File: src/rtl/chfault_pkg.sv
package chfault_pkg;

  localparam int DEF_CHANNELS    = 8;
  localparam int DEF_BLANK_CYC   = 256;
  localparam int DEF_SYNC_STAGES = 2;

  // comparator edge to fault_vec edge count: sync stages, history, filter, output
  function automatic int cmp_latency(input int sync_stages);
    return sync_stages + 3;
  endfunction

  // counter width able to hold a reload value of limit-1
  function automatic int cnt_width(input int limit);
    return (limit > 1) ? $clog2(limit) : 1;
  endfunction

endpackage

File: src/rtl/chfault_cmp_filter.sv
module chfault_cmp_filter #(
  parameter int CHANNELS    = 8,
  parameter int SYNC_STAGES = 2
) (
  input  logic                clk,
  input  logic                rst,
  input  logic [CHANNELS-1:0] cmp_raw,
  output logic [CHANNELS-1:0] cmp_filt
);

  logic [CHANNELS-1:0] sync_q [SYNC_STAGES];
  logic [CHANNELS-1:0] hist_q;
  logic [CHANNELS-1:0] filt_q;
  logic [CHANNELS-1:0] agree;

  genvar s;
  generate
    for (s = 0; s < SYNC_STAGES; s++) begin : g_sync
      if (s == 0) begin : g_first
        always_ff @(posedge clk) begin
          if (rst) sync_q[0] <= '1;
          else     sync_q[0] <= cmp_raw;
        end
      end else begin : g_next
        always_ff @(posedge clk) begin
          if (rst) sync_q[s] <= '1;
          else     sync_q[s] <= sync_q[s-1];
        end
      end
    end
  endgenerate

  always_ff @(posedge clk) begin
    if (rst) hist_q <= '1;
    else     hist_q <= sync_q[SYNC_STAGES-1];
  end

  assign agree = ~(sync_q[SYNC_STAGES-1] ^ hist_q);

  genvar c;
  generate
    for (c = 0; c < CHANNELS; c++) begin : g_filt
      always_ff @(posedge clk) begin
        if (rst)           filt_q[c] <= 1'b1;
        else if (agree[c]) filt_q[c] <= hist_q[c];
      end

      AST_FILT_NEEDS_AGREE: assert property (@(posedge clk) disable iff (rst)
        !$stable(filt_q[c]) |-> $past(sync_q[SYNC_STAGES-1][c] == hist_q[c]));
    end
  endgenerate

  assign cmp_filt = filt_q;

endmodule

File: src/rtl/chfault_blank_timer.sv
module chfault_blank_timer #(
  parameter int BLANK_CYC = 256
) (
  input  logic clk,
  input  logic rst,
  input  logic upd,
  output logic blank
);

  localparam int CNT_W = chfault_pkg::cnt_width(BLANK_CYC);
  localparam logic [CNT_W-1:0] RELOAD = CNT_W'(BLANK_CYC - 1);

  logic [CNT_W-1:0] cnt_q;

  always_ff @(posedge clk) begin
    if (rst)              cnt_q <= '0;
    else if (upd)         cnt_q <= RELOAD;
    else if (cnt_q != '0) cnt_q <= cnt_q - 1'b1;
  end

  assign blank = upd | (cnt_q != '0);

  AST_BLANK_RESTART: assert property (@(posedge clk) disable iff (rst)
    upd |=> (cnt_q == RELOAD));

  AST_BLANK_DRAINS: assert property (@(posedge clk) disable iff (rst)
    (!upd && cnt_q != '0) |=> (cnt_q == $past(cnt_q) - 1'b1));

endmodule

File: src/rtl/chfault_classify.sv
module chfault_classify #(
  parameter int CHANNELS = 8
) (
  input  logic                clk,
  input  logic                rst,
  input  logic [CHANNELS-1:0] cmp_filt,
  input  logic [CHANNELS-1:0] cmd_on,
  input  logic                blank,
  output logic [CHANNELS-1:0] fault_vec,
  output logic                short_n,
  output logic                open_n
);

  logic [CHANNELS-1:0] short_raw;
  logic [CHANNELS-1:0] short_vis;
  logic [CHANNELS-1:0] open_raw;
  logic [CHANNELS-1:0] fault_q;
  logic                short_n_q;
  logic                open_n_q;

  always_comb begin
    short_raw = cmp_filt & cmd_on;
    open_raw  = ~cmp_filt & ~cmd_on;
    short_vis = blank ? '0 : short_raw;
  end

  always_ff @(posedge clk) begin
    if (rst) begin
      fault_q   <= '0;
      short_n_q <= 1'b1;
      open_n_q  <= 1'b1;
    end else begin
      fault_q   <= short_vis | open_raw;
      short_n_q <= ~(|short_vis);
      open_n_q  <= ~(|open_raw);
    end
  end

  assign fault_vec = fault_q;
  assign short_n   = short_n_q;
  assign open_n    = open_n_q;

  AST_SC_HAS_SOURCE: assert property (@(posedge clk) disable iff (rst)
    !short_n_q |-> |(fault_q & $past(cmd_on)));

  AST_OL_HAS_SOURCE: assert property (@(posedge clk) disable iff (rst)
    !open_n_q |-> |(fault_q & ~$past(cmd_on)));

  AST_BLANK_HIDES_SC: assert property (@(posedge clk) disable iff (rst)
    $past(blank) |-> (short_n_q && ((fault_q & $past(cmd_on)) == '0)));

  AST_QUIET_NO_FAULT: assert property (@(posedge clk) disable iff (rst)
    (short_n_q && open_n_q) |-> (fault_q == '0));

endmodule

File: src/rtl/chfault_status.sv
module chfault_status #(
  parameter int CHANNELS    = chfault_pkg::DEF_CHANNELS,
  parameter int BLANK_CYC   = chfault_pkg::DEF_BLANK_CYC,
  parameter int SYNC_STAGES = chfault_pkg::DEF_SYNC_STAGES
) (
  input  logic                clk,
  input  logic                rst,
  input  logic [CHANNELS-1:0] cmp_above,
  input  logic [CHANNELS-1:0] cmd_on,
  input  logic                latch_upd,
  output logic [CHANNELS-1:0] fault_vec,
  output logic                short_n,
  output logic                open_n
);

  logic [CHANNELS-1:0] cmp_filt;
  logic                blank;

  chfault_cmp_filter #(
    .CHANNELS    (CHANNELS),
    .SYNC_STAGES (SYNC_STAGES)
  ) u_filter (
    .clk      (clk),
    .rst      (rst),
    .cmp_raw  (cmp_above),
    .cmp_filt (cmp_filt)
  );

  chfault_blank_timer #(
    .BLANK_CYC (BLANK_CYC)
  ) u_blank (
    .clk   (clk),
    .rst   (rst),
    .upd   (latch_upd),
    .blank (blank)
  );

  chfault_classify #(
    .CHANNELS (CHANNELS)
  ) u_class (
    .clk       (clk),
    .rst       (rst),
    .cmp_filt  (cmp_filt),
    .cmd_on    (cmd_on),
    .blank     (blank),
    .fault_vec (fault_vec),
    .short_n   (short_n),
    .open_n    (open_n)
  );

  AST_UPD_MASKS_PIN: assert property (@(posedge clk) disable iff (rst)
    $past(latch_upd) |-> short_n);

  AST_RESET_QUIET: assert property (@(posedge clk)
    $past(rst) |-> (fault_vec == '0 && short_n && open_n));

endmodule

File: config.mk
export PLATFORM = sky130hd
export DESIGN_NAME = chfault_status
export DESIGN_NICKNAME = d
export VERILOG_FILES = /design/src/rtl/chfault_pkg.sv /design/src/rtl/chfault_cmp_filter.sv /design/src/rtl/chfault_blank_timer.sv /design/src/rtl/chfault_classify.sv /design/src/rtl/chfault_status.sv
export SDC_FILE = /design/constraint.sdc
export NUM_CORES = 1
export LEC_CHECK = 0
export ABC_AREA = 1
export CAP_MARGIN = 20
export CELL_PAD_IN_SITES_DETAIL_PLACEMENT = 0
export CELL_PAD_IN_SITES_GLOBAL_PLACEMENT = 1
export CORE_AREA = 3 3 64 66
export CTS_BUF_LIST = sky130_fd_sc_hd__clkbuf_4
export DETAILED_ROUTE_END_ITERATION = 8
export DIE_AREA = 0 0 67 69
export DONT_BUFFER_PORTS = 1
export PLACE_DENSITY = 0.88
export SKIP_LAST_GASP = 1
export SYNTH_ARGS = -nofsm -noshare
export SYNTH_HDL_FRONTEND = slang
export SYNTH_SLANG_ARGS = --single-unit
File: constraint.sdc
create_clock -name clk -period 3.5 [get_ports clk]
set_input_delay 0 -clock clk [delete_from_list [all_inputs] [get_ports clk]]
set_output_delay 0 -clock clk [all_outputs]
set_load 0.01 [all_outputs]
Word-level counts from Yosys, hierarchy flattened
Memories as Yosys holds them, arrays and structs flattened.
Index checks and enable logic that the tools add are counted.
Storage, ports and cells
  register bits after elaboration: 34
  memory bits (writable): 16
  input port bits: 19
  output and inout bits: 10
  word-level logic and storage cells: 39
  memories: 1
Memories
  u_filter.sync_q: depth 2, width 8, rd ports 2, clocked after memory_dff 0, wr ports 2, line chfault_cmp_filter.sv:11  | logic [CHANNELS-1:0] sync_q [SYNC_STAGES];
Cells by class
  add/subtract/negate cells: 1
  muxes and demuxes: 8
  bitwise operators: 12
  reductions and logical operators: 4
Operator list (number)
  8-bit 2-to-1 mux: 5
  8-bit inverter: 3
  8-bit bitwise AND: 2
  8-bit OR reduction: 2
  8-bit bitwise OR: 1
  8-bit nonzero test: 1
  8-bit by 1-bit subtractor with 8-bit output, second input constant: 1
  8-bit XOR: 1
  1-bit 2-to-1 mux: 3
  1-bit bitwise OR: 3
  1-bit inverter: 2
  2-bit nonzero test: 1

Depth between registers and ports, before layout
Gate-level depths: netlist of the first run.
  word-level depth: 5
  gate-level depth with buffers: 8
  depth with buffers taken out: 8

Hierarchy
From an unflattened synthesis of the first run, not the netlist that was laid out.
Unflattened totals
  cells, all modules: 258
  area total of the unflattened synthesis: 1956.9 um^2
By module, submodules not included
  chfault_cmp_filter: times used 1, cells each 123, area each 1041.0 um^2, seq. area each 640.6 um^2
  chfault_blank_timer: times used 1, cells each 71, area each 490.5 um^2, seq. area each 160.2 um^2
  chfault_classify: times used 1, cells each 64, area each 425.4 um^2, seq. area each 200.2 um^2

Worst setup path after synthesis of the first run
Ideal clock, no wire load.
  kind: register to register
  start point: register u_blank.cnt_q[0]
  end point: register u_blank.cnt_q[4]
  library setup time: 0.128 ns
  arrival time: 1.124 ns
  data required time: 3.372 ns
  slack: 2.248 ns
  stages on the path, launching flop included: 9
  buffers on the path: 1
  clock period less this slack: 1.252 ns
  path through: dfxtp_1 inv_1 ha_1 nand2_2 nor2_4 buf_6 nor2_2 a31oi_1 nor2_1
On the way
  word-level cells in the longest chain between the ends: 3
  elaborated cells between the ends (all ways): 5
  classes of those cells: add/sub (1); mux (2); reduce/logical (2)
RTL lines
  start: declaration: line chfault_blank_timer.sv:13  | logic [CNT_W-1:0] cnt_q;
  start signal: assignment: line chfault_blank_timer.sv:18  | else if (cnt_q != '0) cnt_q <= cnt_q - 1'b1;
  8-bit by 1-bit subtractor with 8-bit output: line chfault_blank_timer.sv:18
  8-bit 2-to-1 mux: line chfault_blank_timer.sv:18
  8-bit 2-to-1 mux: line chfault_blank_timer.sv:17  | else if (upd) cnt_q <= RELOAD;
Parallel ways exist; a longest one is shown, timed or not. The select of a mux whose other input is x is not followed.
A chain may end at the register's enable or synchronous reset.

Worst setup path after layout of the first run
  start point: register u_blank.cnt_q[0]
  end point: register u_class.short_n_q (netlist: u_class.short_n)
On the way
  word-level cells in the longest chain between the ends: 5
RTL lines
  8-bit nonzero test: line chfault_blank_timer.sv:21  | assign blank = upd | (cnt_q != '0);
  1-bit bitwise OR: line chfault_blank_timer.sv:21
  8-bit 2-to-1 mux: line chfault_classify.sv:24  | short_vis = blank ? '0 : short_raw;
  8-bit OR reduction: line chfault_classify.sv:34  | short_n_q <= ~(|short_vis);
  1-bit inverter: line chfault_classify.sv:34
  end signal: assignment: line chfault_classify.sv:34
  end: declaration: line chfault_classify.sv:18  | logic short_n_q;
No other way between the ends.

==> metrics.cfg, run 1 <==
[outcome]
status=complete, no violations

[synthesis]
yosysSeqAreaShare_pct=53.9
async_reset_ff_share_pct=0
ys.flop_type=dfxtp_1
yosys_warnings=0
yosysUniqueCellTypes=25
yosysTopAreaCell=dfxtp_1
synth_fp_nets=234
synthCells=214
synth.avg_cell_area_um2=8.68
synth_edf_count=0
ys_top_cells_by_area=dfxtp_1 54%, or2_2 9.4%, nand2_1 6.3%
synth_area_mm2=0.00186
synthDominantCellAreaShare_pct=53.9
synth-seq-cells=50

[power]
p_int_w=0.000786
pwr_density_cell_mw_per_mm2=467
pwr-share-clk_pct=32.3
p_sw_share_pct=23.9
p_comb_share_pct=9.3
peakVddDrop_mv=0.320
seqPwrFrac_pct=58.4
p_leak_nw=0.918
p_sw_w=0.000247

[timing]
rsz0062_at_grt=no
final-max-slew-violation-count=0
period_share_pct=89.0
hold_violations=0
clock-skew-final_ns=0.0122
fmax_ghz=0.321
tightestPinTransition_ns=0.474
period_minus_slack_ns=3.12
setup_viol=0
tns_ns=0
maxSlewHeadroom_pct=68.3

[grt]
grt_remaining_overflow=0
grt_pass1_wl_mm=6.05
first_global_vias=1367
antenna_found_initial=0
grt_usage_pct=16.8
grt_max_degree=46

[critical_path]
cp_top_family=buffers and inverters
crit_path_start_kind=flop
worstSetupEndpointType=flop
cp.required_ns=3.77
crit_arrival_ns=3.39
max_stage_delay_ns=0.58
path_common_cell=dlygate4sd3_1
cp_num_buf_inv=4
crit_fanout=13
crit_type=reg2reg
crit_chain=inv_1, ha_1, nand2_2, nor2_4, o211ai_1, dlygate4sd3_1, nand2_1, dlygate4sd3_1, o21ai_1, dlygate4sd3_1
slowest_stage=dlygate4sd3_1

[final_layout]
layout_commonest_cell=dfxtp_1
diodes=0
syn2layout_area_growth_pct=19.2
multi_input_area_um2=746
design_area_mm2=0.00221
seq_area_mm2=0.00100
nets=258
final_cell_mix=50 x dfxtp_1, 31 x nand2_1, 28 x or2_2
n_fill_cell=328
layout-drive-gt1-share_pct=21.3

[floorplan]
die_w_um=67
start_util_pct=51.1
num_rows=22
fp.coreArea_mm2=0.00363
pin_count=29
fp.dieH_um=69
dieArea_mm2=0.00462

[clock_network]
post_cts_buffers=0
clk_pin_slew_ns=0.15
clock_latency_ns=0.36
cts_resized=0
cts.path.max_buffers=2
clock-root-buffer=clkbuf_4
cts.sinks=50
cts_buffers=5
cts_tree=yes
htree_levels=2
cts_hold_buf=24

[route]
wl_mm=3.51
ant_nets=0
vias=1435
drcViolationCount=0
routedWlPerCell_um=12.2
first_iter_violations=107
viasPerCell=5.00
first_pass_iters=4

[flow_run]
cap_violations=0

[placement]
portBuffers=0
placed_cell_area_mm2=0.00188
gp_congestion=0.799
hpwl_mm=2.34

[worst_hold_path]
hold_class=in2reg

[worst register-to-register path, delay by kind of cell, from the launching register on]
family / cells / cell delay (ns)
compound gates: 2 / 0.22
simple gates: 3 / 0.48
flops: 1 / 0.34
fa+ha+maj: 1 / 0.21
buf+inv: 4 / 1.78
[state kept, by name (all words and copies together), names as in the netlist]
signal / count
u_class.short_n: 1
u_class.open_n: 1
u_filter.hist_q: 8
u_filter.sync_q: 16
u_class.fault_vec: 8
u_filter.cmp_filt: 8
u_blank.cnt_q: 8
[final cells by class]
class | instances | area share [%]
Tap cell | 48 | 2.71
Timing Repair Buffer | 24 | 11.3
Sequential cell | 50 | 45.2
Clock inverter | 3 | 1.98
Inverter | 20 | 3.39
Multi-Input combinational cell | 137 | 33.7
Clock buffer | 5 | 1.70
[power by group through the flow]
| stage | Clock, W | Sequential, W | Combinational (W) |
|---|---|---|---|
| after floorplan | 0 | 0.000612 | 0.0000647 |
| after global placement | 0 | 0.000616 | 0.0000671 |
| after detailed placement | 0 | 0.000616 | 0.0000678 |
| after CTS | 0.000344 | 0.000603 | 0.0000960 |
| after global routing | 0.000363 | 0.000606 | 0.000108 |
| final | 0.000334 | 0.000603 | 0.0000959 |
[final timing paths]
path                                       startpoint                    end  slack (ns)  depth (start not counted)
worst max register to register       u_blank.cnt_q[0]        u_class.short_n        0.38                         10
worst min-delay path                        latch_upd   u_class.fault_vec[3]        0.07                          3
worst max-delay path                 u_blank.cnt_q[0]        u_class.short_n        0.38                         10
worst min register to register  u_filter.sync_q[0][5]  u_filter.sync_q[1][5]        0.42                          1
[per-layer routing]
layer / share of wire (%) / GRT usage [%] / vias up / wire [um]
met5: 0 / 0 / - / 0
met4: 1.6 / 5.18 / 0 / 56
met3: 5.0 / 5.54 / 6 / 176
met2: 48 / 26.1 / 36 / 1680
met1: 45 / 22.0 / 661 / 1590
li1: - / - / 732 / -
[logic make-up after synthesis]
kind of cell    share of synthesized area (%)
compound gates                           12.3
buf+inv                                  5.93
flops                                    53.9
fa+ha+maj                               0.674
simple gates                             27.2
[synth_stat cells, types with 3 or more instances]
master,instances
o21a_1,4
nor3_1,3
or2_2,28
a31oi_1,3
nand3_1,3
nor2_1,14
a21oi_1,18
o21ai_0,11
dfxtp_1,50
nand3_2,4
nor2_2,4
inv_1,19
o211ai_1,4
nand2_1,31
clkbuf_1,5
[stage by stage]
stage | worst slack, ns | utilization [%] | hold slack [ns] | total power (W) | std cells
4_1_cts | 0.410 | 60.9 | 0.0600 | 0.00104 | 287
5_1_grt | 0.241 | 60.9 | 0.0846 | 0.00108 | 287
2_1_floorplan | 2.25 | - | 0.104 | 0.000677 | 214
3_5_place_dp | 2.01 | 51.8 | 0.0763 | 0.000684 | 255
3_3_place_gp | 2.03 | 51.8 | 0.0761 | 0.000683 | 255
6_report | 0.384 | 60.9 | 0.0666 | 0.00103 | 287
(Power assumes the default switching activity.)
==> inputs of run 2 (changes only) <==
--- a/config.mk
+++ b/config.mk
@@ -7,13 +7,14 @@
 export LEC_CHECK = 0
 export ABC_AREA = 1
 export CAP_MARGIN = 20
-export CELL_PAD_IN_SITES_DETAIL_PLACEMENT = 0
+export CELL_PAD_IN_SITES_DETAIL_PLACEMENT = 1
 export CELL_PAD_IN_SITES_GLOBAL_PLACEMENT = 1
 export CORE_AREA = 3 3 64 66
 export CTS_BUF_LIST = sky130_fd_sc_hd__clkbuf_4
 export DETAILED_ROUTE_END_ITERATION = 8
 export DIE_AREA = 0 0 67 69
 export DONT_BUFFER_PORTS = 1
+export GPL_ROUTABILITY_DRIVEN = 0
 export PLACE_DENSITY = 0.88
 export SKIP_LAST_GASP = 1
 export SYNTH_ARGS = -nofsm -noshare
==> constraint.sdc (replaced) <==
create_clock -name clk -period 3.5 [get_ports clk]
set_input_delay 0 -clock clk [delete_from_list [all_inputs] [get_ports clk]]
set_output_delay 0 -clock clk [all_outputs]
set_load 0.05 [all_outputs]
==> metrics.cfg, run 2 (same netlist as run 1, synthesis figures left out) <==
[placement]
hpwl_mm=2.78  ; +19%
placed_cell_area_mm2=0.00188  ; unchanged
pre_cts_slack_ns=1.94  ; -0.0694 ns
portBuffers=0  ; unchanged

[clock_network]
htree_levels=2  ; unchanged
clk_pin_slew_ns=0.14  ; about the same
post_cts_buffers=0  ; unchanged
clock-root-buffer=clkbuf_4
cts_tree=yes
clock_latency_ns=0.37  ; about the same
cts.sinks=50  ; unchanged
cts.path.max_buffers=2  ; unchanged
cts_resized=0  ; unchanged
cts_buffers=5  ; unchanged
cts_hold_buf=23  ; -4.2%

[grt]
grt_usage_pct=21.8  ; +5.0 points
grt_remaining_overflow=0  ; unchanged
first_global_vias=1630  ; +19%
grt_pass1_wl_mm=7.69  ; +27%
grt_max_degree=46  ; unchanged
antenna_found_initial=0  ; unchanged

[critical_path]
crit_path_start_kind=flop
crit_fanout=13  ; unchanged
reg2regPathDepth=8  ; -2
startpoint=u_blank.cnt_q[0]
crit-reg2reg-capture=u_blank.cnt_q[2]
cp.required_ns=3.77  ; about the same
crit_arrival_ns=2.30  ; -1.09 ns
timing.rr.start=u_blank.cnt_q[0]
crit_type=reg2reg
worstSetupEndpointType=flop
rrSetupSlack_ns=1.47  ; +1.09 ns

[floorplan]
pin_count=29  ; unchanged
num_rows=22  ; unchanged
start_util_pct=51.1  ; unchanged
die_w_um=67  ; unchanged
fp.coreArea_mm2=0.00363  ; unchanged
dieArea_mm2=0.00462  ; unchanged
fp.dieH_um=69  ; unchanged

[timing]
tightestPinTransition_ns=0.538  ; +0.0639 ns
period_minus_slack_ns=2.03  ; -1.09 ns
worst_slack_ns=1.47  ; +1.09 ns
final-max-slew-violation-count=0  ; unchanged
tns_ns=0  ; unchanged
rsz0062_at_grt=no
clock-skew-final_ns=0.00710  ; -0.00506 ns
setup_viol=0  ; unchanged
maxSlewHeadroom_pct=64.1  ; -4.3 points
fmax_ghz=0.493  ; +54%
hold_violations=0  ; unchanged
whs_ns=0.0581  ; -0.00847 ns
period_share_pct=58.0  ; -31 points

[power]
peakVddDrop_mv=0.282  ; -12%
p_leak_nw=0.897  ; -2.2%
pwr_density_cell_mw_per_mm2=444  ; -4.9%

[route]
routedWlPerCell_um=15.3  ; +25%
first_pass_iters=4  ; unchanged
first_iter_violations=76  ; -29%
wl_mm=4.37  ; +25%
drcViolationCount=0  ; unchanged
vias=1520  ; +5.9%
viasPerCell=5.31  ; +6.3%
ant_nets=0  ; unchanged

[worst_hold_path]
hold_start=latch_upd
hold_class=in2reg
worstHoldPathCells=3  ; unchanged
min_to=u_class.fault_vec[5]

[final_layout]
regMostFlops=u_filter.sync_q
diodes=0  ; unchanged
nets=257  ; -0.39%
design_area_mm2=0.00218  ; -1.7%
final_cell_mix=50 x dfxtp_1, 31 x nand2_1, 28 x or2_2
layout-drive-gt1-share_pct=20.6  ; -0.75 points
layout_commonest_cell=dfxtp_1
largest_reg_flops=16  ; unchanged
syn2layout_area_growth_pct=17.2

[outcome]
status=complete, no violations

[flow_run]
cap_violations=0  ; unchanged

-- run 2: cell count changes in the layout (fill, tap and decap cells not counted), sizes merged --
cell	previous run	this run
inv	21	20
dlygate4sd3	23	22
bufinv	1	0
clkinv	1	3
-- run 2: area by class of cell --
| cell class | instances | area [um^2] |
|---|---|---|
| Clock buffer | 5 | 37.5 |
| Clock inverter | 3 | 16.3 |
| Fill cell | 450 | 1460 |
| Inverter | 20 | 75.1 |
| Multi-Input combinational cell | 137 | 746 |
| Sequential cell | 50 | 1000 |
| Tap cell | 48 | 60.1 |
| Timing Repair Buffer | 23 | 240 |
-- run 2: worst max path at each step --
stage,to,slack (ns)
after floorplan,u_blank.cnt_q[4],2.25
after global placement,u_class.short_n,2.06
after detailed placement,u_class.short_n,1.94
after CTS,u_blank.cnt_q[2],1.52
after global routing,u_blank.cnt_q[2],1.37
final,u_blank.cnt_q[2],1.47
-- run 2: where the power goes --
| part | internal (W) | leakage [nW] | switching [W] |
|---|---|---|---|
| clock | 0.0000755 | 0.0303 | 0.000180 |
| combinational | 0.0000462 | 0.456 | 0.0000567 |
| sequential | 0.000590 | 0.411 | 0.0000183 |
-- run 2: critical path, cell delays in order (launching register included) --
cell	delay, ns
dfxtp_1	0.35
inv_1	0.11
ha_1	0.23
nand2_2	0.09
nor2_4	0.37
nor2_2	0.07
nand2_1	0.08
a31oi_1	0.07
dlygate4sd3_1	0.57
-- run 2: per-stage QoR --
stage,utilization [%],power [W],std cells
2_1_floorplan,-,0.000680,214
3_3_place_gp,51.8,0.000682,255
3_5_place_dp,51.8,0.000690,255
4_1_cts,59.9,0.000970,286
5_1_grt,59.9,0.00102,286
6_report,59.9,0.000966,286
-- run 2: per-layer routing --
| layer | part of all wire (%) | vias up | global-route usage [%] |
|---|---|---|---|
| met5 | 0 | - | 0 |
| met1 | 41 | 736 | 25.2 |
| met2 | 52 | 35 | 37.7 |
| li1 | - | 737 | - |
| met3 | 4.0 | 12 | 5.21 |
| met4 | 2.8 | 0 | 8.78 |
